File: config.mk
export PLATFORM = sky130hd
export DESIGN_NAME = acq_fifo_irq_unit
export DESIGN_NICKNAME = d
export VERILOG_FILES = /design/src/rtl/acq_pkg.sv /design/src/rtl/acq_sample_fifo.sv /design/src/rtl/acq_event_flags.sv /design/src/rtl/acq_irq_dma.sv /design/src/rtl/acq_fifo_irq_unit.sv
export SDC_FILE = /design/constraint.sdc
export NUM_CORES = 1
export LEC_CHECK = 0
export CAP_MARGIN = 25
export CORE_ASPECT_RATIO = 1.75
export CORE_MARGIN = 8
export CORE_UTILIZATION = 47
export DETAILED_ROUTE_END_ITERATION = 10
export PLACE_DENSITY = 0.66
export REMOVE_ABC_BUFFERS = 1
export SLEW_MARGIN = 20
export SYNTH_ARGS = -nofsm -noshare
export SYNTH_HDL_FRONTEND = slang
export SYNTH_SLANG_ARGS = --single-unit
File: constraint.sdc
create_clock -name clk -period 3.2 [get_ports clk]
set_input_delay 0.32 -clock clk [delete_from_list [all_inputs] [get_ports clk]]
set_output_delay 0.32 -clock clk [all_outputs]
set_load 0.03 [all_outputs]
File: src/rtl/acq_pkg.sv
package acq_pkg;

    // fill level states of the sample store
    typedef enum logic [1:0] {
        FL_EMPTY = 2'd0,
        FL_LOW   = 2'd1,
        FL_HALF  = 2'd2,
        FL_FULL  = 2'd3
    } fill_state_t;

    // decoded host control word
    typedef struct packed {
        logic       demand;
        logic       tc_ie;
        logic       half_sel;
        logic       fifo_ie;
        logic [3:0] irq_lvl;
        logic       dma_en;
        logic [2:0] dma_chan;
    } ctl_t;

    // control word bit positions
    localparam int CB_DMA_EN   = 3;
    localparam int CB_FIFO_IE  = 8;
    localparam int CB_HALF_SEL = 9;
    localparam int CB_TC_IE    = 11;
    localparam int CB_DEMAND   = 12;

    // status word bit positions
    localparam int SB_NE   = 0;
    localparam int SB_HALF = 1;
    localparam int SB_OVFL = 3;
    localparam int SB_EOA  = 4;
    localparam int SB_CAL  = 5;
    localparam int SB_IRQ  = 6;
    localparam int SB_TC   = 7;

    function automatic ctl_t ctl_decode(input logic [15:0] w);
        ctl_t c;
        c.dma_chan = w[2:0];
        c.dma_en   = w[CB_DMA_EN];
        c.irq_lvl  = w[7:4];
        c.fifo_ie  = w[CB_FIFO_IE];
        c.half_sel = w[CB_HALF_SEL];
        c.tc_ie    = w[CB_TC_IE];
        c.demand   = w[CB_DEMAND];
        return c;
    endfunction

endpackage

File: src/rtl/acq_sample_fifo.sv
module acq_sample_fifo
    import acq_pkg::*;
#(
    parameter int DW    = 16,
    parameter int DEPTH = 16
) (
    input  logic          clk,
    input  logic          rst_n,
    input  logic          clr,
    input  logic          push,
    input  logic [DW-1:0] wdata,
    input  logic          pop,
    output logic [DW-1:0] rdata,
    output logic          not_empty,
    output logic          half,
    output logic          full,
    output logic          overrun
);
    localparam int AW   = (DEPTH > 1) ? $clog2(DEPTH) : 1;
    localparam int CW   = $clog2(DEPTH + 1);
    localparam int HALF = DEPTH / 2;
    localparam logic [CW-1:0] HALF_C  = CW'(HALF);
    localparam logic [CW-1:0] DEPTH_C = CW'(DEPTH);
    localparam logic [AW-1:0] LAST_P  = AW'(DEPTH - 1);

    logic [DW-1:0] mem [DEPTH];
    logic [AW-1:0] wr_ptr, rd_ptr;
    logic [CW-1:0] cnt, cnt_nxt;
    fill_state_t   state, state_nxt;
    logic          do_push, do_pop;

    assign do_pop  = pop & not_empty & ~clr;
    assign do_push = push & (~full | pop) & ~clr;
    assign overrun = push & full & ~pop & ~clr;

    always_comb begin
        if (clr)
            cnt_nxt = '0;
        else
            cnt_nxt = cnt + CW'(do_push) - CW'(do_pop);
    end

    // state register
    always_ff @(posedge clk or negedge rst_n) begin
        if (!rst_n) state <= FL_EMPTY;
        else        state <= state_nxt;
    end

    // next state from next occupancy
    always_comb begin
        if (cnt_nxt == '0)            state_nxt = FL_EMPTY;
        else if (cnt_nxt == DEPTH_C)  state_nxt = FL_FULL;
        else if (cnt_nxt >= HALF_C)   state_nxt = FL_HALF;
        else                          state_nxt = FL_LOW;
    end

    // outputs from state
    always_comb begin
        not_empty = 1'b1;
        half      = 1'b0;
        full      = 1'b0;
        unique case (state)
            FL_EMPTY: not_empty = 1'b0;
            FL_LOW:   ;
            FL_HALF:  half = 1'b1;
            FL_FULL: begin
                half = 1'b1;
                full = 1'b1;
            end
        endcase
    end

    always_ff @(posedge clk or negedge rst_n) begin
        if (!rst_n) begin
            cnt    <= '0;
            wr_ptr <= '0;
            rd_ptr <= '0;
        end else begin
            cnt <= cnt_nxt;
            if (clr) begin
                wr_ptr <= '0;
                rd_ptr <= '0;
            end else begin
                if (do_push) wr_ptr <= (wr_ptr == LAST_P) ? '0 : wr_ptr + AW'(1);
                if (do_pop)  rd_ptr <= (rd_ptr == LAST_P) ? '0 : rd_ptr + AW'(1);
            end
        end
    end

    always_ff @(posedge clk) begin
        if (do_push) mem[wr_ptr] <= wdata;
    end

    assign rdata = mem[rd_ptr];

endmodule

File: src/rtl/acq_event_flags.sv
module acq_event_flags (
    input  logic clk,
    input  logic rst_n,
    input  logic fifo_clr,
    input  logic overrun,
    input  logic eoa_pulse,
    input  logic tc_pulse,
    input  logic tc_clr,
    output logic ovfl,
    output logic eoa,
    output logic tc
);
    always_ff @(posedge clk or negedge rst_n) begin
        if (!rst_n) begin
            ovfl <= 1'b0;
            eoa  <= 1'b0;
            tc   <= 1'b0;
        end else begin
            if (fifo_clr)       ovfl <= 1'b0;
            else if (overrun)   ovfl <= 1'b1;

            if (fifo_clr)       eoa <= 1'b0;
            else if (eoa_pulse) eoa <= 1'b1;

            if (tc_pulse)       tc <= 1'b1;
            else if (tc_clr)    tc <= 1'b0;
        end
    end
endmodule

File: src/rtl/acq_irq_dma.sv
module acq_irq_dma
    import acq_pkg::*;
(
    input  logic        clk,
    input  logic        rst_n,
    input  logic        ctl_wr,
    input  logic [15:0] ctl_wdata,
    input  logic        not_empty,
    input  logic        half,
    input  logic        ovfl,
    input  logic        eoa,
    input  logic        tc,
    output logic        irq,
    output logic        dma_req,
    output logic [2:0]  dma_chan,
    output logic [3:0]  irq_lvl
);
    ctl_t ctl;
    logic data_evt;

    always_ff @(posedge clk or negedge rst_n) begin
        if (!rst_n)      ctl <= '0;
        else if (ctl_wr) ctl <= ctl_decode(ctl_wdata);
    end

    always_comb begin
        data_evt = ctl.half_sel ? half : not_empty;
        irq      = (ctl.fifo_ie & (data_evt | ovfl | eoa)) | (ctl.tc_ie & tc);
        dma_req  = ctl.dma_en & (ctl.demand ? not_empty : half);
    end

    assign dma_chan = ctl.dma_chan;
    assign irq_lvl  = ctl.irq_lvl;
endmodule

File: src/rtl/acq_fifo_irq_unit.sv
module acq_fifo_irq_unit
    import acq_pkg::*;
#(
    parameter int DW    = 16,
    parameter int DEPTH = 16
) (
    input  logic          clk,
    input  logic          rst_n,
    input  logic          smp_valid,
    input  logic [DW-1:0] smp_data,
    input  logic          rd_en,
    output logic [DW-1:0] rd_data,
    input  logic          ctl_wr,
    input  logic [15:0]   ctl_wdata,
    input  logic          fifo_rst_wr,
    input  logic          tc_clr_wr,
    input  logic          tc_pulse,
    input  logic          eoa_pulse,
    input  logic          cal_busy,
    input  logic [1:0]    board_id,
    output logic [15:0]   status,
    output logic          irq,
    output logic          dma_req,
    output logic [2:0]    dma_chan,
    output logic [3:0]    irq_lvl
);
    logic fifo_ne, fifo_half, fifo_full, fifo_overrun;
    logic ovfl, eoa, tc;

    acq_sample_fifo #(.DW(DW), .DEPTH(DEPTH)) u_fifo (
        .clk       (clk),
        .rst_n     (rst_n),
        .clr       (fifo_rst_wr),
        .push      (smp_valid),
        .wdata     (smp_data),
        .pop       (rd_en),
        .rdata     (rd_data),
        .not_empty (fifo_ne),
        .half      (fifo_half),
        .full      (fifo_full),
        .overrun   (fifo_overrun)
    );

    acq_event_flags u_flags (
        .clk       (clk),
        .rst_n     (rst_n),
        .fifo_clr  (fifo_rst_wr),
        .overrun   (fifo_overrun),
        .eoa_pulse (eoa_pulse),
        .tc_pulse  (tc_pulse),
        .tc_clr    (tc_clr_wr),
        .ovfl      (ovfl),
        .eoa       (eoa),
        .tc        (tc)
    );

    acq_irq_dma u_irq (
        .clk       (clk),
        .rst_n     (rst_n),
        .ctl_wr    (ctl_wr),
        .ctl_wdata (ctl_wdata),
        .not_empty (fifo_ne),
        .half      (fifo_half),
        .ovfl      (ovfl),
        .eoa       (eoa),
        .tc        (tc),
        .irq       (irq),
        .dma_req   (dma_req),
        .dma_chan  (dma_chan),
        .irq_lvl   (irq_lvl)
    );

    always_comb begin
        status          = '0;
        status[SB_NE]   = fifo_ne;
        status[SB_HALF] = fifo_half;
        status[SB_OVFL] = ovfl;
        status[SB_EOA]  = eoa;
        status[SB_CAL]  = cal_busy;
        status[SB_IRQ]  = irq;
        status[SB_TC]   = tc;
        status[9:8]     = board_id;
    end

endmodule

==> summary.md <==
| Metric | Value |
|---|---|
| Synth top area cells | `edfxtp_1 66%, dfrtp_1 6.5%, mux4_2 6.2%` |
| Slew @ Worst Pin | `648 ps` |
| Diodes inserted | `0` |
| Max capacitance violation total | `0` |
| Area share of the largest cell type after synthesis | `66.3%` |
| Worst setup EP type | `output pin` |
| Outcome | `complete, no violations` |
| Most frequent cells in the layout | `256 x edfxtp_1, 64 x mux2i_1, 53 x clkdlybuf4s50_1, 45 x buf_4, 32 x mux4_2` |
| Leak Pwr | `4.50 nW` |
| Core area | `24400 um^2` |
| Tot GR Track Use | `16.2%` |
| IO Count | `85` |
| Cell count after synthesis | `646` |
| Final ANT Viol Nets | `0` |
| Commonest non-fill, non-tap cell in the layout | `edfxtp_1` |
| HPWL after DPL | `15200 um` |
| CTS tree | `done` |
| Synth Register Bits | `286` |
| Ys flop type | `edfxtp_1` |
| Final TNS setup | `0 ps` |
| Clk sink count | `286` |
| Critical path type | `reg -> out` |
| Vias in the first global route | `6355` |
| Synth-to-layout area growth | `15.8%` |
| Placed Instance Area | `12600 um^2` |
| Routability cong. | `0.727` |
| Number of synthesized flops with an enable pin | `256` |
| Total gr overflow | `0` |
| Initial DRC Count | `444` |
| Final nets | `782` |
| DIE WIDTH | `135 um` |
| Number of antenna violations at the first check in global routing | `0` |
| Crit-path slowest cell | `clkdlybuf4s50_1` |
| # DRC | `0` |
| Reg clk slew, reported paths | `70 ps` |
| Cell Count, Final, Fillers Out | `1057` |
| Wirelength per Cell | `23.3 um` |
| # rows | `76` |
| Die height | `224 um` |
| Largest net degree at the start of global routing | `40` |
| Vias after detailed routing | `6026` |
| Worst Path Arrival | `2740 ps` |
| Initial Utilization | `47.5%` |
| Layout Skew | `8.50 ps` |
| Max Slew Vio Count | `0` |
| DP Cell Count | `1009` |
| Ys Warns | `0` |
| Crit path cell chain | `nor2b_4, a221oi_1, o21ai_0, nand2_1, clkdlybuf4s50_1` |
| Critical path peak fanout | `19` |
| Clk buf depth | `3` |
| Fmax achieved | `327 MHz` |
| Design area | `13400 um^2` |
| Hold Crit Class | `in -> async` |
| CTS Buf Count | `24` |
| Top cell type by total area after synthesis | `edfxtp_1` |
| Die area | `30200 um^2` |
| Pre-CTS WS | `258 ps` |
| H-tree Lvls | `1` |
| Post-synth ARST share | `10.5%` |
| Worst-Skew Late Latency | `530 ps` |
| Register area share after synthesis | `72.8%` |
| Part of the cycle the worst path needs | `95.6%` |
| Relative slew slack | `56.7%` |
| Worst Path Required | `2880 ps` |
| Yosys cell types | `42` |
| Final WS setup | `142 ps` |
| Power Density | `645 nW/um^2` |
| First-pass GRT wire length | `36800 um` |
| Port bufs | `67` |
| DRT Pass-1 Iters | `5` |
| Mapped cell area | `11600 um^2` |
| Vias per cell | `5.70` |
| Avg Cell Area, Syn | `18.0 um^2` |
| Startpoint Class | `register` |
| IR Drop Worst-Case VDD | `432 uV` |
| WL final | `24600 um` |
| R2R cell count | `10` |
| Min Tclk post-route | `3060 ps` |
| Clock root buffer | `clkbuf_16` |
| Setup-failing EPs final | `0` |
| Layout cells sized above 1 | `20.5%` |
| Final hold viol count | `0` |
| Largest stage delay, worst path | `610 ps` |
[repair_timing]
item                       4_1_cts  5_1_grt
setup endpoints to repair       16        5
cloned                           1        0
hold buffers                     0        0
setup buffers                    2        1
resized for setup                4        2
[state kept, by name (all words and copies together) (netlist names)]
name,cells
u_fifo.cnt,5
u_fifo.mem,256
u_fifo.rd_ptr,4
u_fifo.state,2
u_fifo.wr_ptr,4
u_flags.eoa,1
u_flags.ovfl,1
u_flags.tc,1
u_irq.ctl,5
u_irq.dma_chan,3
u_irq.irq_lvl,4
[worst paths after layout]
path | from | end | slack (ps)
min in group clk | tc_pulse | u_flags.tc | 360
max in group asynchronous | rst_n | u_fifo.rd_ptr[0] | 2310
setup reg to reg | u_fifo.state[1] | u_fifo.state[0] | 310
hold / removal | rst_n | u_irq.irq_lvl[3] | 190
hold reg to reg | u_irq.ctl[3] | u_irq.ctl[3] | 500
setup / recovery | u_fifo.rd_ptr[2] | rd_data[11] | 140
[report_power, final]
group	switching [mW]	leakage, nW	total, mW	internal, mW
Combinational	0.819	1.44	1.54	0.724
Clock	1.27	0.381	2.86	1.59
Sequential	0.0902	2.68	4.26	4.17
[cell families after synthesis]
group / synth area share, %
other: 0.0323
xor gates and xnor gates: 0.378
muxes: 12.9
adders and majority gates: 1.25
and+or+nand+nor: 2.96
AOI/OAI and AO/OA: 5.77
DFF: 72.8
buffers and inverters: 3.95
[worst max-delay path: cells and delay by family, from the launching register on]
kind                   cells  cell delay (ps)
buffers and inverters      1              610
DFF                        1              520
AOI/OAI and AO/OA          2              420
and+or+nand+nor            2              660
[layer usage]
layer	part of all wire (%)	track usage [%]	wire length, um	up-vias
li1	-	-	-	2694
met1	37	18.0	9210	3090
met2	55	29.8	13500	203
met3	5.3	2.98	1320	39
met4	2.4	6.30	588	0
met5	0	0	0	-
[final cells by class]
type | count | area, um^2
multi-input combinational | 298 | 2780
clock buffer | 28 | 637
clock inverter | 16 | 126
inverter | 12 | 48.8
tap | 312 | 390
timing repair buffer | 105 | 1010
sequential | 286 | 8440
fill | 1846 | 11000
[cells in the mapped netlist, types with 3 or more instances]
cell type / n
edfxtp_1: 256
mux2i_1: 64
mux4_2: 32
nand2_1: 31
dfrtp_1: 30
a221oi_1: 29
buf_4: 26
nor2_1: 20
o21ai_0: 20
a22oi_1: 16
buf_6: 13
inv_1: 12
mux2_2: 12
a21oi_1: 11
ha_1: 10
clkbuf_1: 9
buf_2: 6
nor2b_1: 5
nor3_1: 5
a21o_1: 4
a221oi_2: 3
nand3_1: 3
xnor2_1: 3
[stage by stage]
stage / util (%) / hold slack (ps) / power, mW
after global routing: 55.0 / 236 / 8.97
final: 55.0 / 193 / 8.66
after floorplan: - / 24.4 / 5.42
after detailed placement: 51.5 / 492 / 5.84
after global placement: 51.5 / 493 / 5.80
after CTS: 54.8 / 195 / 8.71
Note: power is estimated with default switching activity, not from simulation.
